File: config.mk
export PLATFORM = sky130hd
export DESIGN_NAME = xmc_top
export DESIGN_NICKNAME = d
export VERILOG_FILES = /design/src/rtl/xmc_pkg.sv /design/src/rtl/xmc_decode.sv /design/src/rtl/xmc_tsel.sv /design/src/rtl/xmc_seq.sv /design/src/rtl/xmc_pins.sv /design/src/rtl/xmc_top.sv
export SDC_FILE = /design/constraint.sdc
export NUM_CORES = 1
export LEC_CHECK = 0
export ABC_AREA = 0
export BUFFER_PORTS_ARGS = -buffer_cell sky130_fd_sc_hd__buf_2
export CAP_MARGIN = 20
export CORE_UTILIZATION = 30
export DETAILED_ROUTE_END_ITERATION = 10
export HOLD_SLACK_MARGIN = 0.02
export PLACE_DENSITY_LB_ADDON = 0.1
export REMOVE_ABC_BUFFERS = 1
export SETUP_SLACK_MARGIN = 0.05
export SYNTH_ARGS = -nofsm -noshare
export SYNTH_HDL_FRONTEND = slang
export SYNTH_SLANG_ARGS = --single-unit
File: constraint.sdc
create_clock -name clk -period 3.01 [get_ports clk]
set_input_delay 0.301 -clock clk [delete_from_list [all_inputs] [get_ports clk]]
set_output_delay 0.301 -clock clk [all_outputs]
set_load 0.005 [all_outputs]
File: src/rtl/xmc_pkg.sv
package xmc_pkg;

   // width of every programmable phase count
   localparam int unsigned TW = 4;

   typedef enum logic [1:0] {
      ST_IDLE = 2'd0,
      ST_ADDR = 2'd1,
      ST_DATA = 2'd2,
      ST_TURN = 2'd3
   } xmc_state_e;

endpackage

File: src/rtl/xmc_decode.sv
module xmc_decode #(
   parameter int                ADDR_W   = 32,
   parameter int                NBANK    = 4,
   parameter int                WIN_BITS = 26,
   parameter int                BIDX_W   = 2,
   parameter logic [ADDR_W-1:0] BASE     = 32'h6000_0000
) (
   input  logic [ADDR_W-1:0] addr,
   output logic [NBANK-1:0]  hit_vec,
   output logic [BIDX_W-1:0] bank_idx,
   output logic              hit
);
   localparam int TAG_W = ADDR_W - WIN_BITS;
   localparam logic [TAG_W-1:0] BASE_TAG = BASE[ADDR_W-1:WIN_BITS];

   if (BASE[WIN_BITS-1:0] != '0) begin : g_chk_align
      $error("window base must be aligned to the window size");
   end
   if (int'(BASE_TAG) + NBANK > (1 << TAG_W)) begin : g_chk_wrap
      $error("windows run past the top of the address space");
   end

   // one tag comparator per window
   for (genvar g = 0; g < NBANK; g++) begin : g_win
      localparam logic [TAG_W-1:0] TAG_G = BASE_TAG + TAG_W'(g);
      assign hit_vec[g] = (addr[ADDR_W-1:WIN_BITS] == TAG_G);
   end

   always_comb begin
      bank_idx = '0;
      for (int i = 0; i < NBANK; i++) begin
         if (hit_vec[i]) bank_idx = BIDX_W'(i);
      end
   end

   assign hit = |hit_vec;

endmodule

File: src/rtl/xmc_tsel.sv
module xmc_tsel #(
   parameter int NBANK       = 4,
   parameter int BIDX_W      = 2,
   parameter int TW          = 4,
   parameter bit EXT_SUPPORT = 1'b1
) (
   input  logic [BIDX_W-1:0]   bank_idx,
   input  logic                is_write,
   input  logic [NBANK*TW-1:0] rd_as,
   input  logic [NBANK*TW-1:0] rd_ds,
   input  logic [NBANK*TW-1:0] wr_as,
   input  logic [NBANK*TW-1:0] wr_ds,
   input  logic [NBANK*TW-1:0] turn,
   input  logic [NBANK-1:0]    ext_en,
   input  logic [NBANK-1:0]    wide,
   output logic [TW-1:0]       sel_as,
   output logic [TW-1:0]       sel_ds,
   output logic [TW-1:0]       sel_turn,
   output logic                sel_wide
);
   logic [TW-1:0] as_arr   [NBANK];
   logic [TW-1:0] ds_arr   [NBANK];
   logic [TW-1:0] turn_arr [NBANK];

   for (genvar g = 0; g < NBANK; g++) begin : g_bank
      if (EXT_SUPPORT) begin : g_ext
         logic use_wr;
         assign use_wr    = is_write & ext_en[g];
         assign as_arr[g] = use_wr ? wr_as[g*TW +: TW] : rd_as[g*TW +: TW];
         assign ds_arr[g] = use_wr ? wr_ds[g*TW +: TW] : rd_ds[g*TW +: TW];
      end else begin : g_shared
         assign as_arr[g] = rd_as[g*TW +: TW];
         assign ds_arr[g] = rd_ds[g*TW +: TW];
      end
      assign turn_arr[g] = turn[g*TW +: TW];
   end

   assign sel_as   = as_arr[bank_idx];
   assign sel_ds   = ds_arr[bank_idx];
   assign sel_turn = turn_arr[bank_idx];
   assign sel_wide = wide[bank_idx];

endmodule

File: src/rtl/xmc_seq.sv
module xmc_seq
   import xmc_pkg::*;
#(
   parameter int NBANK    = 4,
   parameter int DATA_W   = 16,
   parameter int WIN_BITS = 26
) (
   input  logic                clk,
   input  logic                rst_n,
   input  logic                req_valid,
   input  logic                req_write,
   input  logic [WIN_BITS-1:0] req_offs,
   input  logic [DATA_W-1:0]   req_wdata,
   input  logic                hit,
   input  logic [NBANK-1:0]    hit_vec,
   input  logic [TW-1:0]       sel_as,
   input  logic [TW-1:0]       sel_ds,
   input  logic [TW-1:0]       sel_turn,
   input  logic                sel_wide,
   input  logic [DATA_W-1:0]   mem_dq_in,
   output logic                req_ready,
   output logic                resp_valid,
   output logic                resp_err,
   output logic [DATA_W-1:0]   resp_rdata,
   output logic                ph_addr,
   output logic                ph_data,
   output logic                wr_q,
   output logic [NBANK-1:0]    bank_q,
   output logic [WIN_BITS-1:0] addr_q,
   output logic [DATA_W-1:0]   wdata_q,
   output logic                wide_q
);
   localparam int HALF = DATA_W / 2;

   xmc_state_e     state;
   logic [TW-1:0]  cnt;
   logic [TW-1:0]  dlen_q;
   logic [TW-1:0]  turn_q;
   logic           take;

   assign req_ready = (state == ST_IDLE);
   assign take      = req_ready & req_valid;
   assign ph_addr   = (state == ST_ADDR);
   assign ph_data   = (state == ST_DATA);

   always_ff @(posedge clk or negedge rst_n) begin
      if (!rst_n) begin
         state      <= ST_IDLE;
         cnt        <= '0;
         dlen_q     <= '0;
         turn_q     <= '0;
         bank_q     <= '0;
         wr_q       <= 1'b0;
         addr_q     <= '0;
         wdata_q    <= '0;
         wide_q     <= 1'b0;
         resp_valid <= 1'b0;
         resp_err   <= 1'b0;
         resp_rdata <= '0;
      end else begin
         resp_valid <= 1'b0;
         unique case (state)
            ST_IDLE: begin
               if (take) begin
                  if (!hit) begin
                     // miss: answer at once, stay idle, no bus cycle
                     resp_valid <= 1'b1;
                     resp_err   <= 1'b1;
                  end else begin
                     bank_q  <= hit_vec;
                     wr_q    <= req_write;
                     addr_q  <= req_offs;
                     wdata_q <= req_wdata;
                     wide_q  <= sel_wide;
                     dlen_q  <= sel_ds;
                     turn_q  <= sel_turn;
                     if (sel_as != '0) begin
                        state <= ST_ADDR;
                        cnt   <= sel_as - 1'b1;
                     end else begin
                        state <= ST_DATA;
                        cnt   <= sel_ds;
                     end
                  end
               end
            end
            ST_ADDR: begin
               if (cnt == '0) begin
                  state <= ST_DATA;
                  cnt   <= dlen_q;
               end else begin
                  cnt <= cnt - 1'b1;
               end
            end
            ST_DATA: begin
               if (cnt == '0) begin
                  resp_valid <= 1'b1;
                  resp_err   <= 1'b0;
                  if (!wr_q) begin
                     resp_rdata <= wide_q ? mem_dq_in
                                          : {{(DATA_W-HALF){1'b0}}, mem_dq_in[HALF-1:0]};
                  end
                  if (turn_q != '0) begin
                     state <= ST_TURN;
                     cnt   <= turn_q - 1'b1;
                  end else begin
                     state <= ST_IDLE;
                  end
               end else begin
                  cnt <= cnt - 1'b1;
               end
            end
            ST_TURN: begin
               if (cnt == '0) state <= ST_IDLE;
               else           cnt   <= cnt - 1'b1;
            end
            default: state <= ST_IDLE;
         endcase
      end
   end

   // a good completion always follows a strobe cycle
   a_r5_resp_after_strobe: assert property (@(posedge clk) disable iff (!rst_n)
      (resp_valid && !resp_err) |-> $past(ph_data));

   // no new access may start while the bus is quiet
   a_r8_no_accept_in_gap: assert property (@(posedge clk) disable iff (!rst_n)
      (state == ST_TURN) |=> !ph_addr && !ph_data);

endmodule

File: src/rtl/xmc_pins.sv
module xmc_pins #(
   parameter int NBANK    = 4,
   parameter int DATA_W   = 16,
   parameter int WIN_BITS = 26
) (
   input  logic                clk,
   input  logic                rst_n,
   input  logic                ph_addr,
   input  logic                ph_data,
   input  logic                wr_q,
   input  logic [NBANK-1:0]    bank_q,
   input  logic [WIN_BITS-1:0] addr_q,
   input  logic [DATA_W-1:0]   wdata_q,
   input  logic                wide_q,
   output logic [NBANK-1:0]    mem_ce_n,
   output logic [WIN_BITS-1:0] mem_a,
   output logic                mem_oe_n,
   output logic                mem_we_n,
   output logic [DATA_W-1:0]   mem_dq_out,
   output logic                mem_dq_drive
);
   localparam int HALF = DATA_W / 2;

   logic active;
   assign active = ph_addr | ph_data;

   for (genvar g = 0; g < NBANK; g++) begin : g_cs
      assign mem_ce_n[g] = ~(active & bank_q[g]);
   end

   // wide windows address halfwords, narrow windows address bytes
   assign mem_a        = wide_q ? {1'b0, addr_q[WIN_BITS-1:1]} : addr_q;
   assign mem_oe_n     = ~(ph_data & ~wr_q);
   assign mem_we_n     = ~(ph_data &  wr_q);
   assign mem_dq_drive = ph_data & wr_q;
   assign mem_dq_out   = wide_q ? wdata_q
                                : {{(DATA_W-HALF){1'b0}}, wdata_q[HALF-1:0]};

   a_r3_single_cs: assert property (@(posedge clk) disable iff (!rst_n)
      $onehot0(~mem_ce_n));

   a_r11_strobes_excl: assert property (@(posedge clk) disable iff (!rst_n)
      !(!mem_oe_n && !mem_we_n));

   a_r11_no_drive_on_read: assert property (@(posedge clk) disable iff (!rst_n)
      mem_dq_drive |-> mem_oe_n);

   a_r4_strobe_inside_cs: assert property (@(posedge clk) disable iff (!rst_n)
      (!mem_oe_n || !mem_we_n) |-> !(&mem_ce_n));

   a_r6_wdata_held: assert property (@(posedge clk) disable iff (!rst_n)
      (mem_dq_drive && $past(mem_dq_drive)) |-> $stable(mem_dq_out));

endmodule

File: src/rtl/xmc_top.sv
module xmc_top
   import xmc_pkg::*;
#(
   parameter int                ADDR_W      = 32,
   parameter int                DATA_W      = 16,
   parameter int                NBANK       = 4,
   parameter int                WIN_BITS    = 26,
   parameter logic [ADDR_W-1:0] BASE        = 32'h6000_0000,
   parameter bit                EXT_SUPPORT = 1'b1
) (
   input  logic                clk,
   input  logic                rst_n,
   input  logic                req_valid,
   output logic                req_ready,
   input  logic                req_write,
   input  logic [ADDR_W-1:0]   req_addr,
   input  logic [DATA_W-1:0]   req_wdata,
   output logic                resp_valid,
   output logic                resp_err,
   output logic [DATA_W-1:0]   resp_rdata,
   input  logic [NBANK*TW-1:0] cfg_rd_addset,
   input  logic [NBANK*TW-1:0] cfg_rd_datast,
   input  logic [NBANK*TW-1:0] cfg_wr_addset,
   input  logic [NBANK*TW-1:0] cfg_wr_datast,
   input  logic [NBANK*TW-1:0] cfg_turn,
   input  logic [NBANK-1:0]    cfg_ext_wr,
   input  logic [NBANK-1:0]    cfg_wide,
   output logic [NBANK-1:0]    mem_ce_n,
   output logic [WIN_BITS-1:0] mem_a,
   output logic                mem_oe_n,
   output logic                mem_we_n,
   output logic [DATA_W-1:0]   mem_dq_out,
   output logic                mem_dq_drive,
   input  logic [DATA_W-1:0]   mem_dq_in
);
   localparam int BIDX_W = $clog2(NBANK);

   if (NBANK < 2 || (NBANK & (NBANK - 1)) != 0) begin : g_chk_nbank
      $error("window count must be a power of two, at least 2");
   end
   if (DATA_W < 8 || (DATA_W % 2) != 0) begin : g_chk_dw
      $error("data width must be even and at least 8");
   end
   if (WIN_BITS < 2 || WIN_BITS >= ADDR_W) begin : g_chk_win
      $error("window size must lie inside the address width");
   end

   logic [NBANK-1:0]    hit_vec;
   logic [BIDX_W-1:0]   bank_idx;
   logic                hit;
   logic [TW-1:0]       sel_as, sel_ds, sel_turn;
   logic                sel_wide;
   logic                ph_addr, ph_data, wr_q, wide_q;
   logic [NBANK-1:0]    bank_q;
   logic [WIN_BITS-1:0] addr_q;
   logic [DATA_W-1:0]   wdata_q;

   xmc_decode #(
      .ADDR_W(ADDR_W), .NBANK(NBANK), .WIN_BITS(WIN_BITS),
      .BIDX_W(BIDX_W), .BASE(BASE)
   ) u_decode (
      .addr(req_addr), .hit_vec(hit_vec), .bank_idx(bank_idx), .hit(hit)
   );

   xmc_tsel #(
      .NBANK(NBANK), .BIDX_W(BIDX_W), .TW(TW), .EXT_SUPPORT(EXT_SUPPORT)
   ) u_tsel (
      .bank_idx(bank_idx), .is_write(req_write),
      .rd_as(cfg_rd_addset), .rd_ds(cfg_rd_datast),
      .wr_as(cfg_wr_addset), .wr_ds(cfg_wr_datast),
      .turn(cfg_turn), .ext_en(cfg_ext_wr), .wide(cfg_wide),
      .sel_as(sel_as), .sel_ds(sel_ds), .sel_turn(sel_turn), .sel_wide(sel_wide)
   );

   xmc_seq #(
      .NBANK(NBANK), .DATA_W(DATA_W), .WIN_BITS(WIN_BITS)
   ) u_seq (
      .clk(clk), .rst_n(rst_n),
      .req_valid(req_valid), .req_write(req_write),
      .req_offs(req_addr[WIN_BITS-1:0]), .req_wdata(req_wdata),
      .hit(hit), .hit_vec(hit_vec),
      .sel_as(sel_as), .sel_ds(sel_ds), .sel_turn(sel_turn), .sel_wide(sel_wide),
      .mem_dq_in(mem_dq_in),
      .req_ready(req_ready), .resp_valid(resp_valid), .resp_err(resp_err),
      .resp_rdata(resp_rdata),
      .ph_addr(ph_addr), .ph_data(ph_data), .wr_q(wr_q), .bank_q(bank_q),
      .addr_q(addr_q), .wdata_q(wdata_q), .wide_q(wide_q)
   );

   xmc_pins #(
      .NBANK(NBANK), .DATA_W(DATA_W), .WIN_BITS(WIN_BITS)
   ) u_pins (
      .clk(clk), .rst_n(rst_n),
      .ph_addr(ph_addr), .ph_data(ph_data), .wr_q(wr_q), .bank_q(bank_q),
      .addr_q(addr_q), .wdata_q(wdata_q), .wide_q(wide_q),
      .mem_ce_n(mem_ce_n), .mem_a(mem_a), .mem_oe_n(mem_oe_n),
      .mem_we_n(mem_we_n), .mem_dq_out(mem_dq_out), .mem_dq_drive(mem_dq_drive)
   );

   // a miss never touches the external bus
   a_r2_miss_quiet: assert property (@(posedge clk) disable iff (!rst_n)
      (resp_valid && resp_err) |-> (&mem_ce_n) && mem_oe_n && mem_we_n);

   // accepting only while every chip select is released
   a_r8_ready_bus_idle: assert property (@(posedge clk) disable iff (!rst_n)
      req_ready |-> (&mem_ce_n));

endmodule

### Word-level counts from Yosys, hierarchy flattened

Cells that the tools add are included.

* bits in registers: 80
* input bits: 156
* output and inout port bits: 68
* word-level logic and storage cells: 112

* add/subtract/negate cells: 3
* $lt $le $gt $ge: 2
* equal/unequal tests: 15
* muxes and demuxes: 49
* bitwise gates (word level): 20
* reduce and logical (&&, ||, !) cells: 11

Operator list (number)
* 4-bit two-way mux: 21
* 16-bit two-way mux: 2
* 26-bit two-way mux: 1
* 4-bit binary-select mux with 2-bit select: 3
* 6-bit by 5-bit == test with 1-bit output, second input constant: 4
* 2-bit two-way mux: 9
* 4-bit case mux with 4 select lines: 1
* 4-bit by 1-bit subtractor with 4-bit output, second input constant: 3
* 1-bit AND: 11
* 2-bit inequality test, second input constant: 5
* 1-bit two-way mux: 8
* 2-bit case mux with 4 select lines: 1
* 4-bit AND reduction: 2
* 4-bit nonzero test: 2
* 1-bit NOT: 7
* 3-bit AND reduction: 2
* 5-bit AND reduction: 1
* 2-bit == test, second input constant: 2
* 4-bit logical NOT: 1
* 2-bit by 1-bit inequality test with 1-bit output, second input constant: 2
* 1-bit case mux with 2 select lines: 2
* 4-bit OR reduction: 1
* 3-bit >= comparator, second input constant: 1
* 2-bit by 3-bit less-than comparator with 1-bit output, second input constant: 1
* 7 further kinds: 7

### Longest topological paths before layout

Gate-level depths: netlist of run 1.

* depth after elaboration: 13
* gate-level depth with buffers: 10
* depth with buffers taken out: 9

### By module

Synthesis of run 1 repeated with hierarchy kept, for this count alone.

* cells, all modules: 418
* area total of the unflattened synthesis: 4793.3 um^2

Modules (own cells, without submodules)
* xmc_seq: times used 1, cells each 264, area each 3444.6 um^2, sequential area each 2001.9 um^2
* xmc_tsel: times used 1, cells each 93, area each 700.7 um^2, sequential area each 0.0 um^2
* xmc_pins: times used 1, cells each 53, area each 575.6 um^2, sequential area each 0.0 um^2
* xmc_decode: times used 1, cells each 8, area each 72.6 um^2, sequential area each 0.0 um^2

### Least setup slack after synthesis of run 1

No wires, ideal clock.

* kind: input port to flip-flop
* from: in req_addr[31]
* to: reg u_seq.cnt[0]
* setup time: 0.122 ns
* data arrival time: 2.250 ns
* required time: 2.888 ns
* path slack: 0.638 ns
* cell stages on the path: 10
* path buffers: 2
* cell sequence: and4bb_1 buf_6 nand2_8 buf_4 mux2i_1 mux2i_1 ha_1 and3_4 mux2_4 a32o_1

* word-level cells in the longest chain between the ends: 13
* elaborated cells on any way between the ends: 23
* those cells by class: add/sub: 1; eq/ne: 5; mux: 13; bitwise: 1; reduce/logical: 3

RTL lines
* start, declared: line xmc_top.sv:16 `input logic [ADDR_W-1:0] req_addr,`
* 6-bit by 5-bit == test with 1-bit output: line xmc_decode.sv:26 `assign hit_vec[g] = (addr[ADDR_W-1:WIN_BITS] == TAG_G);`
* 1-bit two-way mux: line xmc_decode.sv:32 `if (hit_vec[i]) bank_idx = BIDX_W'(i);`
* 2-bit two-way mux (2 in a row): line xmc_decode.sv:32
* 2-bit NOT with 3-bit output (implied by the code): line xmc_tsel.sv:38, xmc_tsel.sv:39
* 4-bit binary-select mux with 2-bit select: line xmc_tsel.sv:38 `assign sel_as = as_arr[bank_idx];`
* 4-bit two-way mux (implied by the code) (2 in a row): line xmc_tsel.sv:38
* 4-bit by 1-bit subtractor with 4-bit output / 4-bit nonzero test (equally long branches): line xmc_seq.sv:79, xmc_seq.sv:77
* 4-bit two-way mux: line xmc_seq.sv:77 `if (sel_as != '0) begin`
* 4-bit two-way mux: line xmc_seq.sv:65 `if (!hit) begin`
* 4-bit two-way mux: line xmc_seq.sv:64 `if (take) begin`
* 4-bit case mux with 4 select lines: line xmc_seq.sv:62 `unique case (state)`
* end signal, assigned: line xmc_seq.sv:79 `cnt <= sel_as - 1'b1;`
* end signal, assigned: line xmc_seq.sv:82 `cnt <= sel_ds;`
* end signal, assigned: line xmc_seq.sv:90 `cnt <= dlen_q;`
* end, declared: line xmc_seq.sv:36 `logic [TW-1:0] cnt;`

Several ways; a longest one is shown, not always the timed one. The select of a mux whose other input is x is not followed.
A chain may end at the register's enable or synchronous reset.

### Final worst setup path of run 1

Ends and elaborated chain as after synthesis.

==> results.cfg, run 1 <==
[worst_setup_path]
end_kind = flop
required_ps = 3230
arrival_ps = 2560
rrSetupSlack_ps = 820
crit_top_cell = mux2i_1
rr_worst_depth = 7
rr_endpoint = u_seq.cnt[1]
crit_fanout = 7
critPathLaunchType = primary input
max_stage_delay_ps = 540
crit_family = simple AND/OR/NAND/NOR gates
critPathKind = primary input to flop
cpMaxStageDelayCell = and4bb_1
crit_chain = buf_2 > and4bb_1 > nand2_8 > mux2i_1 > mux2i_1 > ha_1 > and3_4 > mux2_4 > a32o_1
cp.buffers_inverters = 1
r2r_start = u_seq.state[0]

[global_route]
first_global_vias = 4407
grt_max_degree = 81
grt_first_pass_wirelength_um = 21000
antenna_found_initial = 0
grt-ovfl-total = 0
grt_usage_pct = 16.3

[synth]
synthFlopType = dfrtp_1
synthArstFlopShare_pct = 100
synth.top_cells.by_count = nand2_1 (176), dfrtp_1 (80), mux2i_1 (41)
synth_cell_types = 50
synth_top_area_share_pct = 42.0
avgSynthCellArea_sq_um = 8.88
syn_area_sq_mm = 0.00477
yosysWarningCount = 0
ys_ff_latch = 80
yosys-top-cells-area = dfrtp_1 (42%), nand2_1 (14%), mux2i_1 (8.6%), mux2_2 (7.8%), ha_1 (2.4%)
yosys.area.top_type = dfrtp_1
synth.most_common_cell = nand2_1
synthCells = 537
synth_edf_count = 0
yosysSeqAreaShare_pct = 42.0

[pwr]
p_int_mw = 3.27
p_per_area_mw_per_mm2 = 787
power.share.switching_pct = 34.8
clockPowerShare_pct = 23.3
p_sw_mw = 1.75
ir_drop_mv = 0.280
p_seq_share_pct = 36.3
power_frac_comb_pct = 40.4
power.total_mw = 5.02
p_leak_nw = 3.58

[clocking]
postCtsResizedCells = 0
path_clk_slew_ps = 60
cts_buffers = 9
cts-root-buf = clkbuf_16
clockBufferDepth = 2
htree_levels = 3
clock-sinks = 80
cts_tree = yes
clock_latency_ps = 340

[floorplanning]
std_cell_rows = 45
start_util_pct = 31.0
die_h_um = 128
io_pins = 224
coreArea_sq_mm = 0.0154
die_w_um = 128
die_area_sq_mm = 0.0164

[layout]
drive_gt1_share_pct = 39.0
final_area_sq_mm = 0.00638
area_growth_pct = 33.8
layout.nets = 904
antennaDiodeCount = 0
layoutNonFillerInstCount = 955

[placed_design]
placed_area_sq_mm = 0.00602
gp_congestion = 0.816
dp_hpwl_um = 9780
port_buffers = 223
dpl_worst_slack_ps = 310
dp.cells = 937

[drt]
detail_route.first_pass.iterations = 4
wl_um = 12900
num_vias = 4331
wl_per_cell_um = 13.5
drc = 0
drt_iter0_drc = 116
vias_per_cell = 4.54
drtAntennaViolNets = 0

[worst_hold_path]
hold_path_depth = 3
hold_start = req_addr[13]
hold_path_end = u_seq.addr_q[13]
holdCritPathClass = primary input to flop

[flow_run]
drv_cap = 0

[sta]
clock_skew_ps = 5.41
hold_viol = 0
fin_setup_tns_ps = 0
slew_viol_final = 0
max_slew_margin_pct = 44.8
final.setup.worst_slack_ps = 667
period_minus_slack_ps = 2340
setup_viol = 0
period_share_pct = 77.8
grt_setup_unrepaired = no
worst_slew_pin_slew_ps = 828
clock.fmax_mhz = 427

[status]
status = finished clean
-- metal layers --
metal / track usage, % / up-vias / part of all wire (%) / routed length, um
li1: - / 2203 / - / -
met1: 20.4 / 1961 / 45 / 5750
met2: 28.3 / 154 / 49 / 6290
met3: 3.42 / 13 / 5.4 / 693
met4: 4.57 / 0 / 1.2 / 161
met5: 0 / - / 0 / 0
-- power groups by stage --
stage	combinational, mW	sequential, mW	clock, mW
floorplan	1.20	1.83	0
global placement	2.04	1.83	0
detailed placement	2.05	1.85	0
CTS	2.06	1.83	1.21
global route	2.30	1.90	1.26
finish	2.03	1.82	1.17
-- cell usage in the layout, fill, tap and decap left out, types with 3 or more instances in the layout --
| cell type | count |
|---|---|
| nand2_1 | 176 |
| inv_1 | 11 |
| buf_2 | 222 |
| buf_4 | 6 |
| o22ai_1 | 5 |
| nand3_1 | 6 |
| a211oi_1 | 3 |
| mux2_2 | 33 |
| nand2_2 | 4 |
| mux2i_1 | 41 |
| nor2b_1 | 3 |
| ha_1 | 9 |
| and3_1 | 5 |
| o21ai_1 | 12 |
| and2_1 | 8 |
| nor2_1 | 21 |
| nand2b_1 | 3 |
| clkbuf_16 | 9 |
| o211ai_1 | 3 |
| a21oi_1 | 12 |
| mux2_1 | 10 |
| dfrtp_1 | 80 |
| o21ai_0 | 15 |
-- flip-flops by register name, summed over array words and instances (netlist names) --
register	cells
u_seq.addr_q	26
u_seq.resp_rdata	16
u_seq.wdata_q	16
u_seq.bank_q	4
u_seq.cnt	4
u_seq.dlen_q	4
u_seq.turn_q	4
u_seq.state	2
u_seq.resp_err	1
u_seq.resp_valid	1
u_seq.wide_q	1
u_seq.wr_q	1
-- cell families (layout without fill, tap and decap cells) --
kind of cell	after synthesis	in the layout	synth area share (%)
AO/OA/AOI/OAI	69	69	9.00
XOR/XNOR	3	3	0.551
adder cells (fa/ha/maj)	9	9	2.36
buffers and inverters	51	258	5.04
flip-flops	80	80	42.0
multiplexers	87	87	19.6
AND/OR/NAND/NOR	238	238	21.4
-- tightest hold or removal path, cell delays in order --
cell	delay (ps)
buf_2	70
nand2_1	40
nand2_1	50
-- cell type report --
cell class	count	area, sq um
Clock buffer	10	229
Tap cell	211	264
Inverter	11	41.3
Sequential cell	80	2000
Multi-Input combinational cell	406	2540
Clock inverter	6	90.1
Fill cell	1593	8990
Timing Repair Buffer	231	1210
-- stage by stage --
step | utilization (%) | hold slack (ps)
final | 41.5 | 152
after global routing | 41.5 | 144
after CTS | 41.3 | 137
after detailed placement | 39.2 | 455
after global placement | 39.2 | 450
after floorplan | - | 5.41
-- worst max-delay path by stage --
stage / startpoint / to / slack, ps / cells past startpoint
4_1_cts: req_addr[31] / u_seq.cnt[0] / 660 / 9
3_3_place_gp: req_addr[31] / u_seq.cnt[0] / 350 / 9
6_report: req_addr[31] / u_seq.cnt[0] / 670 / 9
3_5_place_dp: req_addr[31] / u_seq.cnt[0] / 310 / 9
2_1_floorplan: u_seq.state[0] / u_seq.dlen_q[3] / 100 / 5
5_1_grt: req_addr[31] / u_seq.cnt[0] / 510 / 9
-- what timing repair did --
action,CTS,global route
hold endpoints to repair,0,17
buffers inserted,0,0
hold buffers,0,1
Power figures use the tool's default switching activity.
==> inputs of run 2 (changes only) <==
Clock period 3.01 ns to 2.38 ns, I/O delays scaled along.
==> results.cfg, run 2 (same netlist as run 1, synthesis figures left out) <==
[worst_setup_path]
cpMaxStageDelayCell = nor2b_1
arrival_ps = 2340
critPathLaunchType = flop
required_ps = 2610
critPathKind = flop to flop
crit_chain = inv_1 > ha_1 > and3_1 > o21ai_1 > nor2b_1 > o21ai_0 > a32o_1
max_stage_delay_ps = 450
crit_fanout = 8
end_kind = flop

[placed_design]
dpl_worst_slack_ps = -7.06
dp.cells = 959
dp_hpwl_um = 10100
gp_congestion = 0.814
port_buffers = 223

[clocking]
clockBufferDepth = 2
clock-sinks = 80
cts_buffers = 9
postCtsResizedCells = 0
htree_levels = 3
postCtsSetupRepairBufs = 0
cts_tree = yes
cts-root-buf = clkbuf_16
clock_latency_ps = 340
path_clk_slew_ps = 60

[global_route]
antenna_found_initial = 0
grt_first_pass_wirelength_um = 21100
grt_max_degree = 44
first_global_vias = 4390
grt-ovfl-total = 0
grt_usage_pct = 16.4

[floorplanning]
die_area_sq_mm = 0.0164
die_w_um = 128
coreArea_sq_mm = 0.0154
std_cell_rows = 45
die_h_um = 128
start_util_pct = 31.0
io_pins = 224

[layout]
drive_gt1_share_pct = 40.5
layout_common_cells = buf_2 (222), nand2_1 (176), dfrtp_1 (80), mux2i_1 (41), mux2_2 (33)
layoutNonFillerInstCount = 976
layout.nets = 925
antennaDiodeCount = 0
largest_reg_flops = 26
area_growth_pct = 37.3
regMostFlops = u_seq.addr_q
reg_top3 = u_seq.addr_q: 26 flops, u_seq.resp_rdata: 16 flops, u_seq.wdata_q: 16 flops
final_common_cell = buf_2

[drt]
num_vias = 4382
vias_per_cell = 4.49
drc = 0
wl_um = 13000
drtAntennaViolNets = 0
drt_iter0_drc = 190
wl_per_cell_um = 13.3
detail_route.first_pass.iterations = 4

[flow_run]
drv_cap = 0

[pwr]
ir_drop_mv = 0.418
p_leak_nw = 3.68
p_per_area_mw_per_mm2 = 990
power.total_mw = 6.48

[sta]
period_share_pct = 88.7
slew_viol_final = 0
max_slew_margin_pct = 62.9
fin_setup_tns_ps = 0
grt_setup_unrepaired = no
hold_viol = 0
worst_slew_pin_slew_ps = 556
period_minus_slack_ps = 2110
clock_skew_ps = 5.09
clock.fmax_mhz = 474
final.setup.worst_slack_ps = 270
setup_viol = 0

[worst_hold_path]
holdCritPathClass = primary input to flop

[status]
status = finished clean
[run 2: cell types whose count changed in the layout (fill, tap and decap cells not counted), sizes merged]
| cell | delta |
|---|---|
| buf | +21 |
| clkbuf | +2 |
| clkinv | -1 |
| inv | -1 |
[run 2: per-layer routing]
metal,wire length (um),part of all wire (%),track usage [%],vias up
met5,0,0,0,-
met4,160,1.2,5.19,0
met3,750,5.8,3.26,14
met2,6310,49,28.8,161
met1,5750,44,20.1,1960
li1,-,-,-,2247
[run 2: path summary, 6_finish.rpt]
path                       slack, ps  depth (start not counted)              endpoint               from
setup / recovery                 270                          7          u_seq.cnt[0]     u_seq.state[0]
min in group asynchronous        440                          2  u_seq.resp_rdata[13]              rst_n
hold / removal                    80                          3      u_seq.addr_q[12]       req_addr[12]
setup reg to reg                 270                          7          u_seq.cnt[0]     u_seq.state[0]
max in group asynchronous       1280                          3      u_seq.wdata_q[5]              rst_n
hold reg to reg                  470                          2     u_seq.wdata_q[11]  u_seq.wdata_q[11]
[run 2: layout make-up]
| type | instances | area [sq um] |
|---|---|---|
| Clock buffer | 12 | 246 |
| Fill cell | 1577 | 8820 |
| Sequential cell | 80 | 2000 |
| Clock inverter | 4 | 76.3 |
| Multi-Input combinational cell | 406 | 2540 |
| Inverter | 11 | 41.3 |
| Tap cell | 211 | 264 |
| Timing Repair Buffer | 252 | 1380 |
[run 2: through the flow]
| step | cell area (sq um) | utilization (%) | hold slack [ps] |
|---|---|---|---|
| after CTS | 6550 | 42.6 | 70.9 |
| after global routing | 6550 | 42.6 | 78.3 |
| final | 6550 | 42.6 | 84.9 |
| after floorplan | 4570 | - | -57.6 |
| after global placement | 6210 | 40.4 | 270 |
| after detailed placement | 6210 | 40.4 | 275 |
[run 2: worst max-delay path: cells and delay by family, from the launching register on]
| family | cells | cell delay (ps) |
|---|---|---|
| AO/OA/AOI/OAI | 3 | 570 |
| adder cells (fa/ha/maj) | 1 | 310 |
| buffers and inverters | 1 | 90 |
| flip-flops | 1 | 390 |
| AND/OR/NAND/NOR | 2 | 650 |
[run 2: timing repair]
action | in CTS | in global routing
hold endpoints to repair | 40 | 0
endpoints found under the setup margin | 0 | 0
hold buffers | 1 | 0
[run 2: power by group]
part,internal [mW],switching (mW)
clock,0.952,0.553
sequential,1.94,0.370
combinational,1.37,1.30
total,4.25,2.22
